`src/rtl/irq_agg_pkg.sv`:
```
package irq_agg_pkg;

   typedef enum logic [3:0] {
      RID_SEG,
      RID_RDSZ,
      RID_CTRL,
      RID_MASK1,
      RID_STAT1,
      RID_ERRA,
      RID_ROUTE0,
      RID_ROUTE1,
      RID_STAT2,
      RID_MASK2,
      RID_POL,
      RID_INPUT,
      RID_NONE
   } reg_id_e;

   localparam int OFS_SEG    = 'h00;
   localparam int OFS_RDSZ   = 'h04;
   localparam int OFS_CTRL   = 'h08;
   localparam int OFS_MASK1  = 'h0C;
   localparam int OFS_STAT1  = 'h10;
   localparam int OFS_ERRA   = 'h14;
   localparam int OFS_ROUTE0 = 'h40;
   localparam int OFS_ROUTE1 = 'h44;
   localparam int OFS_STAT2  = 'h48;
   localparam int OFS_MASK2  = 'h4C;
   localparam int OFS_POL    = 'h50;
   localparam int OFS_INPUT  = 'h54;

   localparam logic [31:0] RDSZ_RESET = 32'h0200_0000;

endpackage

```
`src/rtl/sticky_w1c_reg.sv`:
```
module sticky_w1c_reg #(
   parameter int W        = 32,
   parameter bit SET_WINS = 1'b1
) (
   input  logic         clk,
   input  logic         rst,
   input  logic [W-1:0] set_vec,
   input  logic         clr_we,
   input  logic [W-1:0] clr_vec,
   output logic [W-1:0] q
);

   logic [W-1:0] clr_eff;
   logic [W-1:0] q_r;

   assign clr_eff = clr_we ? clr_vec : '0;
   assign q       = q_r;

   for (genvar i = 0; i < W; i++) begin : g_bit
      if (SET_WINS) begin : g_setwin
         always_ff @(posedge clk) begin
            if (rst) q_r[i] <= 1'b0;
            else     q_r[i] <= set_vec[i] | (q_r[i] & ~clr_eff[i]);
         end
      end else begin : g_clrwin
         always_ff @(posedge clk) begin
            if (rst) q_r[i] <= 1'b0;
            else     q_r[i] <= (set_vec[i] | q_r[i]) & ~clr_eff[i];
         end
      end
   end

endmodule

```
`src/rtl/hc_stage.sv`:
```
module hc_stage
   import irq_agg_pkg::*;
#(
   parameter int DW      = 32,
   parameter int NUM_SER = 17,
   parameter int SER_TOP = 31,
   parameter int EN_BIT  = 31
) (
   input  logic               clk,
   input  logic               rst,
   input  logic [NUM_SER-1:0] ser_lines,
   input  logic               wr_en,
   input  reg_id_e            wr_id,
   input  logic [DW-1:0]      wdata,
   output logic [DW-1:0]      seg_q,
   output logic [DW-1:0]      rdsz_q,
   output logic [DW-1:0]      ctrl_q,
   output logic [DW-1:0]      mask_q,
   output logic [DW-1:0]      status_q,
   output logic               agg_out
);

   localparam int LOW_BIT = SER_TOP - NUM_SER + 1;

   if (LOW_BIT < 0) begin : g_bad_map
      $error("hc_stage: NUM_SER does not fit below SER_TOP");
   end
   if (SER_TOP >= DW || EN_BIT >= DW) begin : g_bad_bits
      $error("hc_stage: bit index beyond data width");
   end

   logic [DW-1:0] set_vec;
   logic          clr_we;

   always_comb begin
      set_vec = '0;
      for (int n = 0; n < NUM_SER; n++) begin
         set_vec[SER_TOP-n] = ser_lines[n];
      end
   end

   assign clr_we = wr_en && (wr_id == RID_STAT1);

   sticky_w1c_reg #(.W(DW), .SET_WINS(1'b1)) u_stat (
      .clk     (clk),
      .rst     (rst),
      .set_vec (set_vec),
      .clr_we  (clr_we),
      .clr_vec (wdata),
      .q       (status_q)
   );

   always_ff @(posedge clk) begin
      if (rst) begin
         seg_q  <= '0;
         rdsz_q <= DW'(RDSZ_RESET);
         ctrl_q <= '0;
         mask_q <= '0;
      end else if (wr_en) begin
         case (wr_id)
            RID_SEG:   seg_q  <= wdata;
            RID_RDSZ:  rdsz_q <= wdata;
            RID_CTRL:  ctrl_q <= wdata;
            RID_MASK1: mask_q <= wdata;
            default:   ;
         endcase
      end
   end

   assign agg_out = ctrl_q[EN_BIT] && ((status_q & mask_q) != '0);

   AST_S1_STICKY: assert property (@(posedge clk) disable iff (rst)
      !clr_we |=> (($past(status_q) & ~status_q) == '0));

   AST_S1_SET: assert property (@(posedge clk) disable iff (rst)
      (set_vec != '0) |=> (($past(set_vec) & ~status_q) == '0));

   AST_S1_CLEAR: assert property (@(posedge clk) disable iff (rst)
      (clr_we && set_vec == '0) |=> ((status_q & $past(wdata)) == '0));

endmodule

```
`src/rtl/master_stage.sv`:
```
module master_stage
   import irq_agg_pkg::*;
#(
   parameter int DW      = 32,
   parameter int SRC_BIT = 11
) (
   input  logic          clk,
   input  logic          rst,
   input  logic          src_in,
   input  logic          wr_en,
   input  reg_id_e       wr_id,
   input  logic [DW-1:0] wdata,
   output logic [DW-1:0] route0_q,
   output logic [DW-1:0] route1_q,
   output logic [DW-1:0] pol_q,
   output logic [DW-1:0] mask_q,
   output logic [DW-1:0] status_q,
   output logic [DW-1:0] in_vec,
   output logic          irq_out
);

   if (SRC_BIT >= DW) begin : g_bad_src
      $error("master_stage: SRC_BIT beyond data width");
   end

   logic [DW-1:0] latch_vec;
   logic          clr_we;

   always_comb begin
      in_vec          = '0;
      in_vec[SRC_BIT] = src_in;
   end

   assign latch_vec = in_vec & mask_q;
   assign clr_we    = wr_en && (wr_id == RID_STAT2);

   sticky_w1c_reg #(.W(DW), .SET_WINS(1'b1)) u_stat (
      .clk     (clk),
      .rst     (rst),
      .set_vec (latch_vec),
      .clr_we  (clr_we),
      .clr_vec (wdata),
      .q       (status_q)
   );

   always_ff @(posedge clk) begin
      if (rst) begin
         route0_q <= '0;
         route1_q <= '0;
         pol_q    <= '0;
         mask_q   <= '0;
      end else if (wr_en) begin
         case (wr_id)
            RID_ROUTE0: route0_q <= wdata;
            RID_ROUTE1: route1_q <= wdata;
            RID_POL:    pol_q    <= wdata;
            RID_MASK2:  mask_q   <= wdata;
            default:    ;
         endcase
      end
   end

   assign irq_out = (status_q != '0);

   AST_S2_STICKY: assert property (@(posedge clk) disable iff (rst)
      !clr_we |=> (($past(status_q) & ~status_q) == '0));

   AST_S2_LATCH: assert property (@(posedge clk) disable iff (rst)
      (latch_vec != '0) |=> ((status_q & $past(latch_vec)) == $past(latch_vec)));

   AST_IRQ_HOLD: assert property (@(posedge clk) disable iff (rst)
      (irq_out && !clr_we) |=> irq_out);

endmodule

```
`src/rtl/irq_cascade_agg.sv`:
```
module irq_cascade_agg
   import irq_agg_pkg::*;
#(
   parameter int DW      = 32,
   parameter int AW      = 8,
   parameter int NUM_SER = 17,
   parameter int SER_TOP = 31,
   parameter int EN_BIT  = 31,
   parameter int SRC_BIT = 11
) (
   input  logic               clk,
   input  logic               rst,
   input  logic [NUM_SER-1:0] ser_irq,
   input  logic               wr_en,
   input  logic [AW-1:0]      addr,
   input  logic [DW-1:0]      wdata,
   output logic [DW-1:0]      rdata,
   output logic               irq_out
);

   if (AW < 7) begin : g_bad_aw
      $error("irq_cascade_agg: AW too small for the register map");
   end
   if (DW < 32) begin : g_bad_dw
      $error("irq_cascade_agg: DW must be at least 32");
   end

   reg_id_e       rid;
   logic [DW-1:0] seg_q, rdsz_q, ctrl_q, mask1_q, stat1_q;
   logic [DW-1:0] route0_q, route1_q, pol_q, mask2_q, stat2_q, in2_vec;
   logic          stage1_out;

   always_comb begin
      case (addr)
         AW'(OFS_SEG):    rid = RID_SEG;
         AW'(OFS_RDSZ):   rid = RID_RDSZ;
         AW'(OFS_CTRL):   rid = RID_CTRL;
         AW'(OFS_MASK1):  rid = RID_MASK1;
         AW'(OFS_STAT1):  rid = RID_STAT1;
         AW'(OFS_ERRA):   rid = RID_ERRA;
         AW'(OFS_ROUTE0): rid = RID_ROUTE0;
         AW'(OFS_ROUTE1): rid = RID_ROUTE1;
         AW'(OFS_STAT2):  rid = RID_STAT2;
         AW'(OFS_MASK2):  rid = RID_MASK2;
         AW'(OFS_POL):    rid = RID_POL;
         AW'(OFS_INPUT):  rid = RID_INPUT;
         default:         rid = RID_NONE;
      endcase
   end

   hc_stage #(
      .DW(DW), .NUM_SER(NUM_SER), .SER_TOP(SER_TOP), .EN_BIT(EN_BIT)
   ) u_hc (
      .clk       (clk),
      .rst       (rst),
      .ser_lines (ser_irq),
      .wr_en     (wr_en),
      .wr_id     (rid),
      .wdata     (wdata),
      .seg_q     (seg_q),
      .rdsz_q    (rdsz_q),
      .ctrl_q    (ctrl_q),
      .mask_q    (mask1_q),
      .status_q  (stat1_q),
      .agg_out   (stage1_out)
   );

   master_stage #(.DW(DW), .SRC_BIT(SRC_BIT)) u_master (
      .clk      (clk),
      .rst      (rst),
      .src_in   (stage1_out),
      .wr_en    (wr_en),
      .wr_id    (rid),
      .wdata    (wdata),
      .route0_q (route0_q),
      .route1_q (route1_q),
      .pol_q    (pol_q),
      .mask_q   (mask2_q),
      .status_q (stat2_q),
      .in_vec   (in2_vec),
      .irq_out  (irq_out)
   );

   always_comb begin
      case (rid)
         RID_SEG:    rdata = seg_q;
         RID_RDSZ:   rdata = rdsz_q;
         RID_CTRL:   rdata = ctrl_q;
         RID_MASK1:  rdata = mask1_q;
         RID_STAT1:  rdata = stat1_q;
         RID_ERRA:   rdata = '0;
         RID_ROUTE0: rdata = route0_q;
         RID_ROUTE1: rdata = route1_q;
         RID_STAT2:  rdata = stat2_q;
         RID_MASK2:  rdata = mask2_q;
         RID_POL:    rdata = pol_q;
         RID_INPUT:  rdata = in2_vec;
         default:    rdata = '1;
      endcase
   end

   AST_EN_GATE: assert property (@(posedge clk) disable iff (rst)
      !ctrl_q[EN_BIT] |-> !in2_vec[SRC_BIT]);

   AST_OUT_ROSE: assert property (@(posedge clk) disable iff (rst)
      $rose(irq_out) |-> $past(in2_vec[SRC_BIT] && mask2_q[SRC_BIT]));

endmodule

```
`config.mk`:
```
export PLATFORM = sky130hd
export DESIGN_NAME = irq_cascade_agg
export DESIGN_NICKNAME = d
export VERILOG_FILES = /design/src/rtl/irq_agg_pkg.sv /design/src/rtl/sticky_w1c_reg.sv /design/src/rtl/hc_stage.sv /design/src/rtl/master_stage.sv /design/src/rtl/irq_cascade_agg.sv
export SDC_FILE = /design/constraint.sdc
export NUM_CORES = 1
export LEC_CHECK = 0
export CAP_MARGIN = 20
export CORE_MARGIN = 4
export CORE_UTILIZATION = 50
export DETAILED_ROUTE_END_ITERATION = 6
export PLACE_DENSITY = 0.69
export SLEW_MARGIN = 20
export SYNTH_ARGS = -nofsm -noshare
export SYNTH_HDL_FRONTEND = slang
export SYNTH_HIERARCHICAL = 1
export SYNTH_SLANG_ARGS = --single-unit
```
`constraint.sdc`:
```
create_clock -name clk -period 11.8 [get_ports clk]
set_input_delay 1.18 -clock clk [delete_from_list [all_inputs] [get_ports clk]]
set_output_delay 1.18 -clock clk [all_outputs]
set_load 0.02 [all_outputs]
```
; Yosys cells after proc, flatten, opt, wreduce, memory -nomap -nowiden
; Cells that the tools add are included.
[totals]
in_bits = 60
register_bits = 320
elab_cells = 292
[classes]
n_bitwise = 179
eq_ne = 22
reduce_logical = 15
mux = 4
[op_table]
columns = cell, count
row1 = 32-bit one-hot mux with 12 select lines, 1
row2 = 1-bit AND, 64
row3 = 32-bit two-way mux, 2
row4 = 1-bit inverter, 64
row5 = 32-bit nonzero test, 2
row6 = 1-bit bitwise OR, 49
row7 = 8-bit by 7-bit == test with 1-bit output (second input constant), 6
row8 = 4-bit one-hot mux with 12 select lines, 1
row9 = 12-bit by 32-bit AND with 32-bit output, 1
row10 = 32-bit AND, 1
row11 = 4-bit by 3-bit == test with 1-bit output (second input constant), 4
row12 = 4-bit == test (second input constant), 4
row13 = 8-bit by 4-bit == test with 1-bit output (second input constant), 2
row14 = 8-bit by 5-bit == test with 1-bit output (second input constant), 2
row15 = 2-bit AND reduction, 8
row16 = 4-bit by 2-bit == test with 1-bit output (second input constant), 2
row17 = 8-bit by 3-bit == test with 1-bit output (second input constant), 1
row18 = 8-bit zero test, 1
row19 = 4-bit by 1-bit == test with 1-bit output (second input constant), 1
row20 = 4-bit zero test, 1
row21 = 1-bit logical AND, 3

; Logic depth before layout (Yosys ltp)
; Gate-level depths: netlist (run 1).
[logic_depth]
word_depth = 8
mapped_depth = 16
mapped_depth_nobuf = 10

; Hierarchy
; The synthesis (run 1) kept the hierarchy.
[modules_own_cells]
columns = module, seq_area_each_um2, area_each_um2, n_inst, cells_each
row1 = master_stage, 2562.5, 5446.5, 1, 503
row2 = hc_stage, 2562.5, 5104.9, 1, 612
row3 = irq_cascade_agg, 0.0, 2970.3, 1, 420
row4 = sticky_w1c_reg, 640.6, 1209.9, 2, 134

; Worst setup path before layout (run 1)
; Ideal clock, no wire load.
[synth_timing]
path_kind = input -> output
from = input port addr[1]
to = output port rdata[23]
t_required_ps = 10620
path_buffers = 5
slack_ps = 6399
arrival_ps = 4221
path_stages = 14
cell_sequence = or4_1 -> buf_4 -> buf_1 -> clkbuf_1 -> nor2_1 -> nand2_1 -> ha_1 -> or3b_1 -> a21oi_4 -> and3_1 -> buf_2 -> buf_6 -> a22oi_1 -> nand3_1
[synth_via]
elab_chain_cells = 4
elab_cells_between_ends = 26
cone_classes = eq/ne: 22 / mux: 2 / reduce/logical: 2
[synth_lines]
columns = item, line_no
row1 = from (decl), irq_cascade_agg.sv:15  ; input logic [AW-1:0] addr,
row2 = "8-bit by 7-bit == test with 1-bit output, or another cell as far along", irq_cascade_agg.sv:34  ; case (addr)
row3 = 4-bit one-hot mux with 12 select lines *, irq_cascade_agg.sv:34
row4 = named net rid[1], irq_cascade_agg.sv:28  ; reg_id_e rid;
row5 = "4-bit == test, or another cell as far along", irq_cascade_agg.sv:85  ; case (rid)
row6 = 32-bit one-hot mux with 12 select lines *, irq_cascade_agg.sv:85
row7 = to (decl), irq_cascade_agg.sv:17  ; output logic [DW-1:0] rdata,
; Mark *: on every way through the listed nets, which the timed path passes. The rest lies on a longest branch.

; Worst setup path in the final report (run 1)
[layout_timing]
from = input port addr[1]
to = output port rdata[21]
; Same word-level chain as after synthesis.

==> impl_results.md, run 1 <==
- Status: completed
- Skew final: 0.0109 ns
- Final RePlAce weighted congestion: 0.929
- Synth area leader: dfxtp_1
- FP Rows: 65
- DR pass1 iterations: 6
- Root buf cell: clkbuf_16
- Clock power share: 0.469
- Initial antenna violation count: 0
- Sw frac: 0.239
- Setup WS post-layout: 4.16 ns
- Worst setup EP type: output port
- Slew margin rel.: 0.208
- Seq pwr share: 0.461
- Async set-or-reset flop fraction in the synthesized netlist: 0
- Yosys reg bits: 320
- Vias in the first global route: 13435
- Hold WC Path Type: flop to flop
- Die ar.: 34800 um^2
- Num ports: 93
- Worst Path Class, Setup: primary input to output port
- Crit path arrival time: 6.46 ns
- Share of cells above drive strength 1: 0.0682
- Port Buf Inserts: 92
- Inserted Clock Buffers: 35
- Worst-skew pair later-pin latency: 0.52 ns
- Number of synthesis warnings: 6
- CTS clk-pin slew, worst paths: 0.06 ns
- Grt ovf: 0
- TritonCTS clock tree: built
- Critical path launch point type: primary input
- Largest net degree at the start of global routing: 201
- Unrepaired setup endpoints after global routing: no
- Slowest cell on the critical path: and3_1
- Internal Power: 0.00185 W
- Worst slack, placed: 4.26 ns
- Num Clock Sinks: 320
- Yosys cell types: 70
- H-tree levels: 2
- Placeable core area: 31500 um^2
- Final net count: 1946
- EDFF count, synth: 0
- Pwr Density: 134 nW/um^2
- Post-Syn Area: 15900 um^2
- Fin crit period: 7.64 ns
- Post_cts resized: 0
- Initial core utilization: 0.506
- Main synth FF type: dfxtp_1
- Die height: 187 um
- Gr usage total: 0.302
- Slew Viols, Final: 0
- Routed WL: 56100 um
- Postcts setup bufs: 0
- Comb pwr share: 0.070
- Min Hold Slack: 0.476 ns
- Residual DRC count: 0
- Crit path max fanout: 82
- Worst EP required: 10.62 ns
- Global-route wire length before repair: 83400 um
- Area Growth Syn to Fin: 13.4%
- Leakage: 6.71 nW
- Max Root-Sink Buffers: 3
- F_max: 0.131 GHz
- Post-Layout Cell Count: 2308
- Top cell type's share of synthesized area: 0.402
- Routed wire per std cell: 24.3 um
- Max incr delay on CP: 0.83 ns
- Worst-Margin Slew: 1.19 ns
- Main area contributors after synthesis: dfxtp_1, mux2i_1, nand2b_1, nand3_1, a21oi_1
- Max-Cap Viols: 0
- Net Sw Power: 0.000578 W
- Seq/Total Area, Yosys: 0.402
- Hold Violations, Final: 0
- Fin crit share: 0.648
- Cells after DPL: 2247
- Mean post-synth cell area: 8.84 um^2
- DP HPWL: 35700 um
- DR iter-0 viols: 2296
- # hold bufs at CTS: 0
- Final Core Density: 0.574
- Setup TNS Final: 0 ns
- VDD IR max: 83.5 uV
- Final setup violation count: 0
- Antenna violation net count after detailed routing: 0
- Antenna Cells: 0
- Vias: 14575
- Vias per cell: 6.31
- Die Width: 187 um
- CP Cell Sequence: clkdlybuf4s50_1 > or4_1 > buf_4 > nor2_1 > nand2_1 > ha_1 > or3b_1 > a21oi_4 > buf_4 > and3_1 > a221oi_1 > nand3_1 > clkdlybuf4s50_1
- Post-Syn Instances: 1803
## per-layer routing
metal  GRT usage  wire [um]  vias to the layer above
met5           0          0                        -
met4       0.111       2160                        0
met3      0.0795       6370                      140
met2       0.462      24600                      829
met1       0.414      22900                     6999
li1            -          -                     6607
## path summary, 6_finish.rpt
path	cells past startpoint	slack (ns)	end	start
worst min register to register	2	0.48	u_hc/rdsz_q[11]	u_hc/rdsz_q[11]
worst max-delay path	13	4.16	rdata[21]	addr[1]
worst min-delay path	2	0.48	u_hc/rdsz_q[11]	u_hc/rdsz_q[11]
worst max register to register	6	9.84	u_master/u_stat/q[11]	u_hc/u_stat/q[10]
## cells by family (layout without fill, tap and decap cells)
group | after synthesis | after routing | share of synthesized area
muxes | 154 | 154 | 0.0982
DFF | 320 | 320 | 0.402
adders and majority gates | 3 | 3 | 0.00235
buffers and inverters | 263 | 245 | 0.0902
AOI/OAI and AO/OA | 566 | 566 | 0.237
xor gates and xnor gates | 2 | 2 | 0.00110
other | 2 | 123 | 0.000471
and+or+nand+nor | 493 | 493 | 0.169
## worst max-delay path, delay by kind of cell
family	cells	cell delay [ns]
and+or+nand+nor	6	2.37
AOI/OAI and AO/OA	2	0.46
buffers and inverters	4	2.04
adders and majority gates	1	0.37
## sequential cells by signal (all words and copies together), names as in the netlist
| signal | flops |
|---|---|
| u_hc/u_stat/q | 32 |
| u_master/route1_q | 32 |
| u_hc/rdsz_q | 32 |
| u_hc/ctrl_q | 32 |
| u_master/pol_q | 32 |
| u_master/route0_q | 32 |
| u_master/u_stat/q | 32 |
| u_hc/seg_q | 32 |
| u_hc/mask_q | 32 |
| u_master/mask_q | 32 |
## per-stage QoR
step / instance area (um^2) / total power [W]
finish: 18100 / 0.00242
global route: 18100 / 0.00249
CTS: 18100 / 0.00242
detailed placement: 16900 / 0.00130
global placement: 16900 / 0.00130
floorplan: 16400 / 0.00123
## cells in the mapped netlist (38+ instances only)
master	instances
clkbuf_1	77
a22o_1	45
dfxtp_1	320
nand2b_1	162
o21ai_0	83
buf_2	45
a311oi_1	64
mux2i_1	135
buf_4	38
a21oi_1	148
o21ai_1	63
a22oi_1	76
inv_1	67
nor2_1	88
nand3_1	149
## final cells by class
type                    count  area (um^2)
fillers                  2779        13400
multi-input cells        1341         8600
flip-flops and latches    320         6410
repair buffers            117         1130
clock buffers              50         1050
well taps                 402          503
inverters                  68          255
clock inverters            10          128
## power by group through the flow
stage,combinational [W],sequential (W),clock (W)
final,0.000170,0.00112,0.00114
after global placement,0.000162,0.00114,0
after detailed placement,0.000164,0.00114,0
after global routing,0.000181,0.00112,0.00119
after floorplan,0.0000987,0.00113,0
after CTS,0.000165,0.00112,0.00114
## layout by cell type (no fill, tap or decap), drive strengths merged, types with 4 or more instances in the layout
master / count
a221o: 10
a221oi: 28
o22ai: 8
nor4: 10
a222oi: 17
or3: 4
nand2b: 163
o211ai: 7
nor2: 89
mux2i: 135
clkbuf: 50
a21oi: 150
and2: 4
dfxtp: 320
a22oi: 76
a22o: 45
a211oi: 7
buf: 27
nand2: 34
nand3: 149
mux2: 19
a311oi: 64
clkinv: 7
conb: 123
nand4: 8
clkdlybuf4s50: 90
o21ai: 146
inv: 67
Note: power is estimated with default switching activity, not from simulation.
==> inputs of run 2 (changes only) <==
- clock period: 11.8 -> 8 ns (I/O delays scaled with it)
==> run 2 against run 1 <==
Compared with the run above: worst hold slack lost 0.00052 ns; clock power grew 44%; combinational power grew 47%; register-to-register slack lost 3.8 ns; utilization is essentially flat.
==> impl_results.md, run 2 (synthesis results as in run 1) <==
- Crit path max fanout: 24 (was 82)
- Final RePlAce weighted congestion: 0.976 (was 0.929)
- Grt ovf: 0 (unchanged)
- Reg-to-reg startpoint: u_hc/u_stat/q[10] (unchanged)
- Num ports: 93 (unchanged)
- Most frequent cells in the layout: dfxtp_1, nand2b_1, nand3_1 (unchanged)
- Antenna violation net count after detailed routing: 0 (unchanged)
- Final setup violation count: 0 (unchanged)
- Inserted Clock Buffers: 37 (was 35)
- Vias in the first global route: 13545 (was 13435)
- TritonCTS clock tree: built (unchanged)
- Root buf cell: clkbuf_16 (unchanged)
- Final Core Density: 0.574 (about the same)
- Worst-skew pair later-pin latency: 0.53 ns (was 0.52 ns)
- Setup crit end: rdata[14] (was rdata[21])
- Critical path launch point type: primary input (unchanged)
- Pwr Density: 196 nW/um^2 (was 134 nW/um^2)
- Num Clock Sinks: 320 (unchanged)
- Max Root-Sink Buffers: 3 (unchanged)
- Critical Path Start: addr[1] (unchanged)
- Share of cells above drive strength 1: 0.0684 (was 0.0682)
- Setup TNS Final: 0 ns (unchanged)
- Die Width: 187 um (unchanged)
- Die height: 187 um (unchanged)
- Largest net degree at the start of global routing: 138 (was 201)
- Unrepaired setup endpoints after global routing: no (unchanged)
- Worst-Margin Slew: 1.16 ns (was 1.19 ns)
- Initial core utilization: 0.506 (unchanged)
- CTS clk-pin slew, worst paths: 0.06 ns (about the same)
- Crit path arrival time: 5.73 ns (was 6.46 ns)
- Post_cts resized: 0 (unchanged)
- FP Rows: 65 (unchanged)
- H-tree levels: 2 (unchanged)
- Routed wire per std cell: 24.1 um (was 24.3 um)
- Worst setup EP type: output port (unchanged)
- Slew margin rel.: 0.222 (was 0.208)
- R2R Setup Slk: 6.04 ns (was 9.84 ns)
- Worst Path Class, Setup: primary input to output port (unchanged)
- Max-Cap Viols: 0 (unchanged)
- DR pass1 iterations: 7 (was 6)
- Fin crit period: 6.53 ns
- Placeable core area: 31500 um^2 (unchanged)
- F_max: 0.153 GHz
- Fin crit share: 0.817
- Hold Violations, Final: 0 (unchanged)
- # hold bufs at CTS: 0 (unchanged)
- Status: completed (unchanged)
- Vias: 14576 (was 14575)
- Leakage: 6.72 nW (was 6.71 nW)
- Worst EP required: 7.20 ns (was 10.62 ns)
- Gr usage total: 0.304 (was 0.302)
- Initial antenna violation count: 1 (was 0)
- Skew final: 0.00997 ns (was 0.0109 ns)
- Routed WL: 55900 um (was 56100 um)
- Commonest non-fill, non-tap cell in the layout: dfxtp_1 (unchanged)
- Area Growth Syn to Fin: 13.3% (was 13.4%)
- RR Endpoint: u_master/u_stat/q[11] (unchanged)
- DP HPWL: 35500 um (was 35700 um)
- VDD IR max: 150 uV (was 83.5 uV)
- Port Buf Inserts: 92 (unchanged)
- Die ar.: 34800 um^2 (unchanged)
- Final net count: 1950 (was 1946)
- Reg2reg path depth: 6 (unchanged)
- Residual DRC count: 0 (unchanged)
- Vias per cell: 6.29 (was 6.31)
- Global-route wire length before repair: 83600 um (was 83400 um)
- Postcts setup bufs: 0 (unchanged)
- DR iter-0 viols: 2181 (was 2296)
- Number of fill cells: 2766 (was 2779)
- Slew Viols, Final: 0 (unchanged)
- Hold WC Path Type: flop to flop (unchanged)
## run 2: worst min path at each step
stage                     startpoint               endpoint  slack (ns)  depth (start not counted)
6_report        u_master/route0_q[7]   u_master/route0_q[7]        0.48                          2
5_1_grt        u_master/route1_q[19]  u_master/route1_q[19]        0.49                          2
4_1_cts              u_hc/rdsz_q[15]        u_hc/rdsz_q[15]        0.47                          2
3_5_place_dp   u_master/route0_q[15]  u_master/route0_q[15]        0.47                          2
3_3_place_gp    u_master/route0_q[6]   u_master/route0_q[6]        0.46                          2
2_1_floorplan  u_master/route1_q[20]  u_master/route1_q[20]        0.45                          2
## run 2: critical path, stage by stage
cell and delay (ns):
clkdlybuf4s50_1 0.47, or4_1 0.56, buf_4 0.27, nor2_1 0.18, nand2_1 0.14, ha_1 0.36, nand2b_1 0.20, o22ai_1 0.51
nand2_1 0.82, a222oi_1 0.61, o211ai_1 0.20, clkdlybuf4s50_1 0.58
## run 2: stage by stage
stage                     std cells  setup WS [ns]  power [W]  instance area, um^2  hold WS [ns]
after floorplan                1924           3.36    0.00181                16400         0.448
after global placement         2249           1.73    0.00192                16900         0.458
after detailed placement       2250           1.53    0.00192                16900         0.466
after CTS                      2316           1.51    0.00354                18100         0.474
after global routing           2317           1.25    0.00363                18100         0.490
final                          2317           1.47    0.00353                18100         0.475
## run 2: final cells by class
cell class,count,area (um^2),share of cell area
multi-input combinational,1341,8600,0.476
sequential,320,6410,0.355
clock buffer,58,1130,0.0624
timing repair buffer,119,1130,0.0624
tap,402,503,0.0278
inverter,68,255,0.0141
clock inverter,8,43.8,0.00242
antenna,1,2.50,0.000138
## run 2: power breakdown
part	internal (W)	switching, W
clock	0.000967	0.000670
combinational	0.0000922	0.000157
sequential	0.00162	0.0000292
total	0.00268	0.000856
## run 2: layer usage
| metal | share of wire | wire length (um) | track usage | vias up |
|---|---|---|---|---|
| li1 | - | - | - | 6631 |
| met1 | 0.41 | 22800 | 0.413 | 6905 |
| met2 | 0.44 | 24600 | 0.472 | 889 |
| met3 | 0.11 | 6310 | 0.0748 | 151 |
| met4 | 0.040 | 2220 | 0.110 | 0 |
| met5 | 0 | 0 | 0 | - |
